`config.mk`:
```
export PLATFORM = sky130hd
export DESIGN_NAME = mux_bus_splitter
export DESIGN_NICKNAME = d
export VERILOG_FILES = /design/src/rtl/mbs_pkg.sv /design/src/rtl/mbs_addr_latch.sv /design/src/rtl/mbs_seg_decode.sv /design/src/rtl/mbs_bank_cmd.sv /design/src/rtl/mbs_data_steer.sv /design/src/rtl/mux_bus_splitter.sv
export SDC_FILE = /design/constraint.sdc
export NUM_CORES = 1
export LEC_CHECK = 0
export BUFFER_PORTS_ARGS = -buffer_cell sky130_fd_sc_hd__buf_2
export CAP_MARGIN = 10
export CORE_ASPECT_RATIO = 0.8
export CORE_MARGIN = 10
export CORE_UTILIZATION = 37
export DETAILED_ROUTE_END_ITERATION = 10
export PLACE_DENSITY = 0.81
export SYNTH_ARGS = -nofsm -noshare
export SYNTH_HDL_FRONTEND = slang
export SYNTH_SLANG_ARGS = --single-unit
```
`constraint.sdc`:
```
create_clock -name clk -period 2.1 [get_ports clk]
set_input_delay 0.63 -clock clk [delete_from_list [all_inputs] [get_ports clk]]
set_output_delay 0.63 -clock clk [all_outputs]
set_load 0.01 [all_outputs]
```
`src/rtl/mbs_pkg.sv`:
```
package mbs_pkg;
  localparam int unsigned LO_W  = 16;
  localparam int unsigned HI_W  = 4;
  localparam int unsigned SEG_W = 2;
  localparam int unsigned NSEG  = 1 << SEG_W;

  typedef enum logic [SEG_W-1:0] {
    SEG_EXTRA = 2'b00,
    SEG_STACK = 2'b01,
    SEG_CODE  = 2'b10,
    SEG_DATA  = 2'b11
  } seg_e;

  typedef struct packed {
    logic [HI_W-1:0] hi;
    logic [LO_W-1:0] lo;
    logic            bhe_n;
  } latch_t;
endpackage

```
`src/rtl/mbs_addr_latch.sv`:
```
module mbs_addr_latch
  import mbs_pkg::*;
#(
  parameter int unsigned LW = LO_W,
  parameter int unsigned HW = HI_W
) (
  input  logic          clk,
  input  logic          rst_n,
  input  logic          stb,
  input  logic [LW-1:0] lo_in,
  input  logic [HW-1:0] hi_in,
  input  logic          bhe_n_in,
  output logic [LW+HW-1:0] addr,
  output logic          bhe_n_cur
);
  localparam int unsigned AW = LW + HW;

  logic [AW-1:0] held_addr;
  logic          held_bhe_n;

  always_ff @(posedge clk) begin
    if (!rst_n) begin
      held_addr  <= '0;
      held_bhe_n <= 1'b1;
    end else if (stb) begin
      held_addr  <= {hi_in, lo_in};
      held_bhe_n <= bhe_n_in;
    end
  end

  // transparent while strobe is high, holds afterwards
  always_comb begin
    if (stb) begin
      addr      = {hi_in, lo_in};
      bhe_n_cur = bhe_n_in;
    end else begin
      addr      = held_addr;
      bhe_n_cur = held_bhe_n;
    end
  end
endmodule

```
`src/rtl/mbs_seg_decode.sv`:
```
module mbs_seg_decode
  import mbs_pkg::*;
#(
  parameter int unsigned SW = SEG_W,
  localparam int unsigned NS = 1 << SW
) (
  input  logic          en,
  input  logic [SW-1:0] code,
  output logic [NS-1:0] onehot
);
  for (genvar g = 0; g < NS; g++) begin : g_seg
    assign onehot[g] = en && (code == SW'(g));
  end
endmodule

```
`src/rtl/mbs_bank_cmd.sv`:
```
module mbs_bank_cmd (
  input  logic a0,
  input  logic bhe_n,
  input  logic rd_n,
  input  logic wr_n,
  input  logic mem_sel,
  output logic lo_bank,
  output logic hi_bank,
  output logic bank_err,
  output logic mem_rd_n,
  output logic mem_wr_n,
  output logic io_rd_n,
  output logic io_wr_n
);
  logic rd_act, wr_act;

  always_comb begin
    lo_bank  = ~a0;
    hi_bank  = ~bhe_n;
    bank_err = a0 & bhe_n;
    rd_act   = ~rd_n;
    wr_act   = ~wr_n;
    mem_rd_n = ~(rd_act &  mem_sel);
    io_rd_n  = ~(rd_act & ~mem_sel);
    mem_wr_n = ~(wr_act &  mem_sel);
    io_wr_n  = ~(wr_act & ~mem_sel);
  end
endmodule

```
`src/rtl/mbs_data_steer.sv`:
```
module mbs_data_steer #(
  parameter int unsigned DW = 16
) (
  input  logic          dir_tx,
  input  logic          rd_n,
  input  logic          wr_n,
  input  logic [DW-1:0] cpu_lines,
  input  logic [DW-1:0] sys_rdata,
  output logic [DW-1:0] wdata,
  output logic          wdata_oe,
  output logic [DW-1:0] rdata,
  output logic          rdata_oe
);
  always_comb begin
    wdata_oe = dir_tx & ~wr_n;
    rdata_oe = ~dir_tx & ~rd_n;
    wdata    = wdata_oe ? cpu_lines : '0;
    rdata    = rdata_oe ? sys_rdata : '0;
  end
endmodule

```
`src/rtl/mux_bus_splitter.sv`:
```
module mux_bus_splitter
  import mbs_pkg::*;
#(
  parameter int unsigned LW = LO_W,
  parameter int unsigned HW = HI_W,
  parameter int unsigned SW = SEG_W,
  localparam int unsigned AW = LW + HW,
  localparam int unsigned NS = 1 << SW
) (
  input  logic          clk,
  input  logic          rst_n,
  input  logic [LW-1:0] mux_lo_i,
  input  logic [HW-1:0] mux_hi_i,
  input  logic          latch_stb_i,
  input  logic          bhe_n_i,
  input  logic          rd_n_i,
  input  logic          wr_n_i,
  input  logic          mem_sel_i,
  input  logic          dir_tx_i,
  input  logic [LW-1:0] ext_rdata_i,
  output logic [AW-1:0] addr_o,
  output logic [NS-1:0] seg_o,
  output logic          lo_bank_o,
  output logic          hi_bank_o,
  output logic          bank_err_o,
  output logic          mem_rd_n_o,
  output logic          mem_wr_n_o,
  output logic          io_rd_n_o,
  output logic          io_wr_n_o,
  output logic [LW-1:0] wdata_o,
  output logic          wdata_oe_o,
  output logic [LW-1:0] rdata_o,
  output logic          rdata_oe_o
);
  logic bhe_n_cur;

  mbs_addr_latch #(.LW(LW), .HW(HW)) u_latch (
    .clk(clk), .rst_n(rst_n), .stb(latch_stb_i),
    .lo_in(mux_lo_i), .hi_in(mux_hi_i), .bhe_n_in(bhe_n_i),
    .addr(addr_o), .bhe_n_cur(bhe_n_cur)
  );

  // status pair sits on the two lowest upper lines
  mbs_seg_decode #(.SW(SW)) u_seg (
    .en(~latch_stb_i), .code(mux_hi_i[SW-1:0]), .onehot(seg_o)
  );

  mbs_bank_cmd u_bank (
    .a0(addr_o[0]), .bhe_n(bhe_n_cur), .rd_n(rd_n_i), .wr_n(wr_n_i),
    .mem_sel(mem_sel_i), .lo_bank(lo_bank_o), .hi_bank(hi_bank_o),
    .bank_err(bank_err_o), .mem_rd_n(mem_rd_n_o), .mem_wr_n(mem_wr_n_o),
    .io_rd_n(io_rd_n_o), .io_wr_n(io_wr_n_o)
  );

  mbs_data_steer #(.DW(LW)) u_data (
    .dir_tx(dir_tx_i), .rd_n(rd_n_i), .wr_n(wr_n_i),
    .cpu_lines(mux_lo_i), .sys_rdata(ext_rdata_i),
    .wdata(wdata_o), .wdata_oe(wdata_oe_o),
    .rdata(rdata_o), .rdata_oe(rdata_oe_o)
  );
endmodule

```
# Yosys cells after proc, flatten, opt, wreduce, memory -nomap -nowiden
# Cells that the tools add are included.
dict set report totals {
  register_bits 21
  input_bits 44
  out_inout_bits 65
  word_cells 32
}
dict set report classes {
  eq_ne 3
  muxes 4
  bitwise_logic 18
  n_reduce_logical 5
}
# cell n
set ops {}
lappend ops {{$mux W16} 2}
lappend ops {{$mux W20} 1}
lappend ops {{$not A1 Y1} 11}
lappend ops {{$and A1 B1 Y1} 7}
lappend ops {{$eq A2 B2 Y1 const B} 2}
lappend ops {{$logic_and A1 B1 Y1} 4}
lappend ops {{$eq A2 B1 Y1 const B} 1}
lappend ops {{$logic_not A2 Y1} 1}
lappend ops {{$mux W1} 1}

# Logic depth before layout (Yosys ltp)
# Gate-level depths: netlist (run 1).
dict set report depth {
  depth_word 3
  ltp_mapped 5
  ltp_nobuf 2
}

# Modules after synthesis
# From an unflattened synthesis (run 1), not the netlist that was laid out.
dict set report unflattened {
  cells_unflattened 120
  area_unflattened_um2 1347.5
}
# module instances cells_each area_each_um2 seq_area_each_um2
set by_module_without_submodules {}
lappend by_module_without_submodules {mbs_addr_latch 1 68 902.1 420.4}
lappend by_module_without_submodules {mbs_data_steer 1 40 365.4 0.0}
lappend by_module_without_submodules {mbs_bank_cmd 1 7 38.8 0.0}
lappend by_module_without_submodules {mbs_seg_decode 1 4 37.5 0.0}
lappend by_module_without_submodules {mux_bus_splitter 1 1 3.8 0.0}

# Least setup slack after synthesis (run 1)
# OpenSTA, ideal clock, no wires.
dict set report synth_timing {
  path_type {input to output}
  from {in latch_stb_i}
  to {out addr_o[0]}
  arrival_ns 1.456
  required_ns 1.470
  slack_ns 0.014
  cell_stages 5
  path_buffers 3
  cell_sequence {buf_6 > buf_6 > mux2i_1 > inv_1 > buf_4}
}
dict set report synth_between {
  elab_chain_len 1
}
# element line_no
set synth_lines {}
lappend synth_lines {{start: declaration} mux_bus_splitter.sv:14} ;# input logic latch_stb_i,
lappend synth_lines {{$mux W20} mbs_addr_latch.sv:33} ;# if (stb) begin
lappend synth_lines {{end: declaration} mux_bus_splitter.sv:21} ;# output logic [AW-1:0] addr_o,
# Every way passes these cells.

# Worst setup path after layout (run 1)
dict set report layout_timing {
  from {in latch_stb_i}
  to {out addr_o[4]}
}
# The elaborated chain is that of the path after synthesis.

==> results of run 1 <==
-- layer usage --
| metal | vias to the layer above | global-route usage | part of all wire |
|---|---|---|---|
| met4 | 0 | 0.0113 | 0.0016 |
| met5 | - | 0 | 0 |
| li1 | 585 | - | - |
| met1 | 479 | 0.118 | 0.40 |
| met2 | 32 | 0.244 | 0.54 |
| met3 | 2 | 0.0458 | 0.052 |
-- sequential cells by signal, summed over array words and instances, names as in the netlist --
name	flops
u_latch.held_addr	20
u_latch.held_bhe_n	1
-- worst max-delay path: stages --
cell	delay [ps]
buf_2	130
buf_12	160
mux2_2	350
buf_2	140
-- cells by family after synthesis --
kind of cell / count (synthesis) / synth area share
compound gates: 1 / 0.00423
buf+inv: 9 / 0.0603
flops: 21 / 0.356
mux: 21 / 0.236
simple gates: 65 / 0.344
-- worst max path at each step --
| stage | endpoint | slack, ps | depth (start not counted) |
|---|---|---|---|
| after global placement | addr_o[3] | 60 | 4 |
| after floorplan | addr_o[0] | 10 | 5 |
| after detailed placement | addr_o[4] | 40 | 4 |
| after global routing | addr_o[6] | 10 | 4 |
| final | addr_o[4] | 50 | 4 |
| after CTS | addr_o[4] | 40 | 4 |
-- metrics by stage --
step	cells	setup WS, ps	cell area [sq um]
after floorplan	117	14.0	1180
after global placement	261	57.6	1760
after detailed placement	261	37.8	1760
after CTS	265	36.6	1810
after global routing	265	10.1	1810
final	265	45.5	1810
-- layout by cell type, fill, tap and decap left out, types with 3 or more instances in the layout --
| cell | instances |
|---|---|
| buf_2 | 108 |
| dfxtp_1 | 21 |
| mux2_4 | 12 |
| and2_1 | 49 |
| clkbuf_8 | 3 |
| mux2_2 | 7 |
-- power groups by stage --
stage	clock [W]	combinational, W	sequential (W)
after floorplan	0	0.000160	0.000435
after global placement	0	0.000280	0.000437
after detailed placement	0	0.000285	0.000437
after CTS	0.000270	0.000286	0.000428
after global routing	0.000296	0.000308	0.000431
final	0.000256	0.000280	0.000428
-- cell type report --
class | instances | area [sq um]
clock buffer | 4 | 45.0
tap | 40 | 50.0
sequential | 21 | 420
multi-input combinational | 87 | 691
timing repair buffer | 112 | 596
fill | 288 | 1280
inverter | 1 | 3.75
==> reports/metrics.cfg, run 1 <==
[synth]
ys_warn_count = 0
syn_inst = 117
synth_area_per_cell_sq_um = 10.1
synth_ff_type = dfxtp_1
yosysMostFrequentCell = and2_1
netlist_area_sq_mm = 0.00118
syn_nets = 161
synth.top_cells.by_area = dfxtp_1 36%, and2_1 26%, mux2_4 15%
synthTopCellsByCount = 49 x and2_1, 21 x dfxtp_1, 12 x mux2_4
yosysTopAreaCellShare = 0.356
yosysSeqAreaShare = 0.356
ys_ff_latch = 21
ys_types = 22
synth-edff-count = 0
synth_top_area_cell = dfxtp_1
synthArstFlopShare = 0

[grt]
grt_max_degree = 22
grt_usage = 0.121
grt_overflow = 0
grt_pass1_vias = 1219
antenna_found_initial = 0
grt_pass1_wl_microns = 6030

[route]
routed_wl_microns = 3760
vias = 1098
drtAntennaViolNets = 0
drt_pass1_iterations = 3
routedWlPerCell_microns = 14.2
drc = 0
first_iter_violations = 32
viasPerCell = 4.14

[die]
die_h_microns = 70.6
num_rows = 18
die_area_sq_mm = 0.00587
core_area_sq_mm = 0.00309
die_x_microns = 83.2
start_util = 0.383
io_pins = 109

[cts]
postCtsHoldBufs = 0
clockRootBuffer = clkbuf_8
cts_resized = 0
cts_tree = built
h-tree-depth = 1
path_clk_slew_ps = 70
clockBufferDepth = 2
cts_setup_buffers = 0
clk_latency_ps = 250
clock_sinks = 21
cts_made_buffers = 3

[pwr]
netSwitchingFraction = 0.266
power_frac_comb = 0.291
clockPowerShare = 0.265
p_leak_nw = 1.03
ir_worst_vdd_v = 0.000397
intPower_w = 0.000708
power.density_mw_per_mm2 = 534
power_w = 0.000965
seq_power_share = 0.444
power.switching_w = 0.000257

[cells_and_area]
n_antenna_cell = 0
final_nets = 270
syn_to_final_growth_pct = 52.7
post-route-util = 0.585
drive_gt1_frac = 0.613

[worst_hold_path]
min_to = u_latch.held_bhe_n
hold_depth = 2
worstHoldStart = u_latch.held_bhe_n
min-delay-path-class = flop to flop

[timing]
finalSetupViolations = 0
max_freq_ghz = 0.487
finClkSkew_ps = 0
period_share = 0.978
slew_headroom = 0.807
hold_slack_ps = 497
maxSlewViolCount = 0
tightestPinTransition_ps = 289
hold_viol = 0
rsz0062_at_grt = no
period_needed_ps = 2050
setup-tns-final_ps = 0

[worst_setup_path]
worstPathRequired_ps = 1470
worstRegToRegCells = 2
arrival_ps = 1420
reg2reg_from = u_latch.held_addr[13]
reg2reg_to = u_latch.held_addr[13]
path_max_fanout = 14
startpoint_type = primary input
r2r_slack_ps = 1280
end_kind = output pin
crit_type = primary input to output pin
cp-startpoint = latch_stb_i

[job]
max_cap_viol_count = 0

[placement]
gp_congestion = 0.698
detailed_place_hpwl_microns = 3180
port_buffers = 108

[run_status]
status = finished clean

Note: power is estimated with default switching activity, not from simulation.
==> run 2: changes to the inputs <==
--- a/config.mk
+++ b/config.mk
@@ -11,7 +11,7 @@
 export CORE_MARGIN = 10
 export CORE_UTILIZATION = 37
 export DETAILED_ROUTE_END_ITERATION = 10
-export PLACE_DENSITY = 0.81
+export PLACE_DENSITY_LB_ADDON = 0.1
 export SYNTH_ARGS = -nofsm -noshare
 export SYNTH_HDL_FRONTEND = slang
 export SYNTH_SLANG_ARGS = --single-unit
==> reports/metrics.cfg, run 2 (same netlist as run 1, synthesis figures left out) <==
[run_status]
status = finished clean

[cts]
cts_tree = built
clockBufferDepth = 2  ; unchanged
cts_made_buffers = 3  ; unchanged
clk_latency_ps = 250  ; about the same
postCtsHoldBufs = 0  ; unchanged
clockRootBuffer = clkbuf_8
clock_sinks = 21  ; unchanged
h-tree-depth = 1  ; unchanged
path_clk_slew_ps = 80  ; about the same

[route]
routedWlPerCell_microns = 14.7  ; +3.5%
drtAntennaViolNets = 0  ; unchanged
viasPerCell = 4.33  ; +4.5%
vias = 1147  ; +4.5%
drc = 0  ; unchanged
drt_pass1_iterations = 2  ; -1
first_iter_violations = 37  ; +16%
routed_wl_microns = 3890  ; +3.5%

[cells_and_area]
final_common_cell = buf_2
final_nets = 270  ; unchanged
top_regs = u_latch.held_addr (20), u_latch.held_bhe_n (1)
post-route-util = 0.587  ; +0.00162
n_fill_cell = 292  ; +1.4%
n_antenna_cell = 0  ; unchanged
syn_to_final_growth_pct = 53.1
regMostFlops = u_latch.held_addr
multi_input_area_sq_um = 694  ; +0.54%
drive_gt1_frac = 0.622  ; +0.00889
final_cell_mix = 108 x buf_2, 49 x and2_1, 21 x dfxtp_1
regArea_sq_um = 420  ; unchanged
largest_reg_flops = 20  ; unchanged

[grt]
grt_max_degree = 22  ; unchanged
antenna_found_initial = 0  ; unchanged
grt_overflow = 0  ; unchanged
grt_pass1_wl_microns = 6400  ; +6.2%
grt_usage = 0.128  ; +0.00711
grt_pass1_vias = 1281  ; +5.1%

[timing]
finalSetupViolations = 0  ; unchanged
rsz0062_at_grt = no
tightestPinTransition_ps = 316  ; +26.7 ps
slew_headroom = 0.789  ; -0.0178
hold_viol = 0  ; unchanged
setup-tns-final_ps = 0  ; unchanged
period_needed_ps = 2050  ; -1.86 ps
maxSlewViolCount = 0  ; unchanged
max_freq_ghz = 0.487  ; about the same
finClkSkew_ps = 0  ; unchanged
period_share = 0.977  ; about the same

[pwr]
power.density_mw_per_mm2 = 539  ; +0.83%
p_leak_nw = 1.03  ; about the same
ir_worst_vdd_v = 0.000448  ; +13%

[placement]
gp_congestion = 0.723  ; +3.5%
port_buffers = 108  ; unchanged
detailed_place_hpwl_microns = 3280  ; +3.2%

[worst_setup_path]
startpoint_type = primary input
slowest_stage = mux2_2
path_max_fanout = 13  ; -1
r2r_slack_ps = 1270  ; about the same
end_kind = output pin
arrival_ps = 1420  ; about the same
cp_slowest_stage_delay_ps = 350  ; about the same
reg2reg_from = u_latch.held_addr[7]
crit_chain = buf_2 -> buf_12 -> mux2_2 -> buf_2
reg2reg_to = u_latch.held_addr[7]
crit_type = primary input to output pin
cp_common_cell = buf_2
worstRegToRegCells = 2  ; unchanged
worstPathRequired_ps = 1470  ; about the same

[die]
core_area_sq_mm = 0.00309  ; unchanged
die_x_microns = 83.2  ; unchanged
start_util = 0.383  ; unchanged
die_area_sq_mm = 0.00587  ; unchanged
io_pins = 109  ; unchanged
num_rows = 18  ; unchanged
die_h_microns = 70.6  ; unchanged

[worst_hold_path]
hold_depth = 2  ; unchanged
min_to = u_latch.held_bhe_n
worstHoldStart = u_latch.held_bhe_n
min-delay-path-class = flop to flop

[job]
max_cap_viol_count = 0  ; unchanged

-- run 2: changes by cell type in the layout (fill, tap and decap cells not counted) --
cell / delta
clkbuf_1: -1
clkinv_2: +1
mux2i_1: -1
mux2i_2: +1
-- run 2: worst max path at each step --
stage                           start         to  slack [ps]
after floorplan           latch_stb_i  addr_o[0]          10
after global placement    latch_stb_i  addr_o[2]          50
after detailed placement  latch_stb_i  addr_o[6]          40
after CTS                 latch_stb_i  addr_o[6]          40
after global routing      latch_stb_i  addr_o[2]          10
final                     latch_stb_i  addr_o[2]          50
-- run 2: final cells by class --
class                      count  area share
multi-input combinational     87       0.384
clock inverter                 1     0.00276
sequential                    21       0.232
clock buffer                   3      0.0228
timing repair buffer         112       0.329
inverter                       1     0.00207
tap                           40      0.0276
-- run 2: critical path: cells and delay by family --
kind | cells | cell delay (ps)
buf+inv | 3 | 440
mux | 1 | 350
-- run 2: per-layer routing --
layer | up-vias | wire length, microns | GRT usage
met5 | - | 0 | 0
met4 | 0 | 13 | 0.0170
met3 | 2 | 278 | 0.0481
met2 | 40 | 2090 | 0.243
met1 | 520 | 1510 | 0.135
li1 | 585 | - | -
-- run 2: where the power goes --
part	internal [W]	total [W]	switching [W]
combinational	0.000152	0.000283	0.000131
clock	0.000132	0.000264	0.000132
sequential	0.000422	0.000428	0.00000672
-- run 2: timing repair --
action,CTS,global route
setup buffers,0,0
endpoints found under the setup margin,0,1
gates resized for setup,0,1
-- run 2: stage by stage --
stage	worst slack, ps	total power (W)	cells	hold WS (ps)	instance area [sq um]
after floorplan	14.0	0.000595	117	533	1180
after global placement	53.4	0.000718	261	476	1760
after detailed placement	43.9	0.000724	261	486	1760
after CTS	40.7	0.000993	265	507	1810
after global routing	13.6	0.00104	265	552	1810
final	47.3	0.000975	265	513	1810
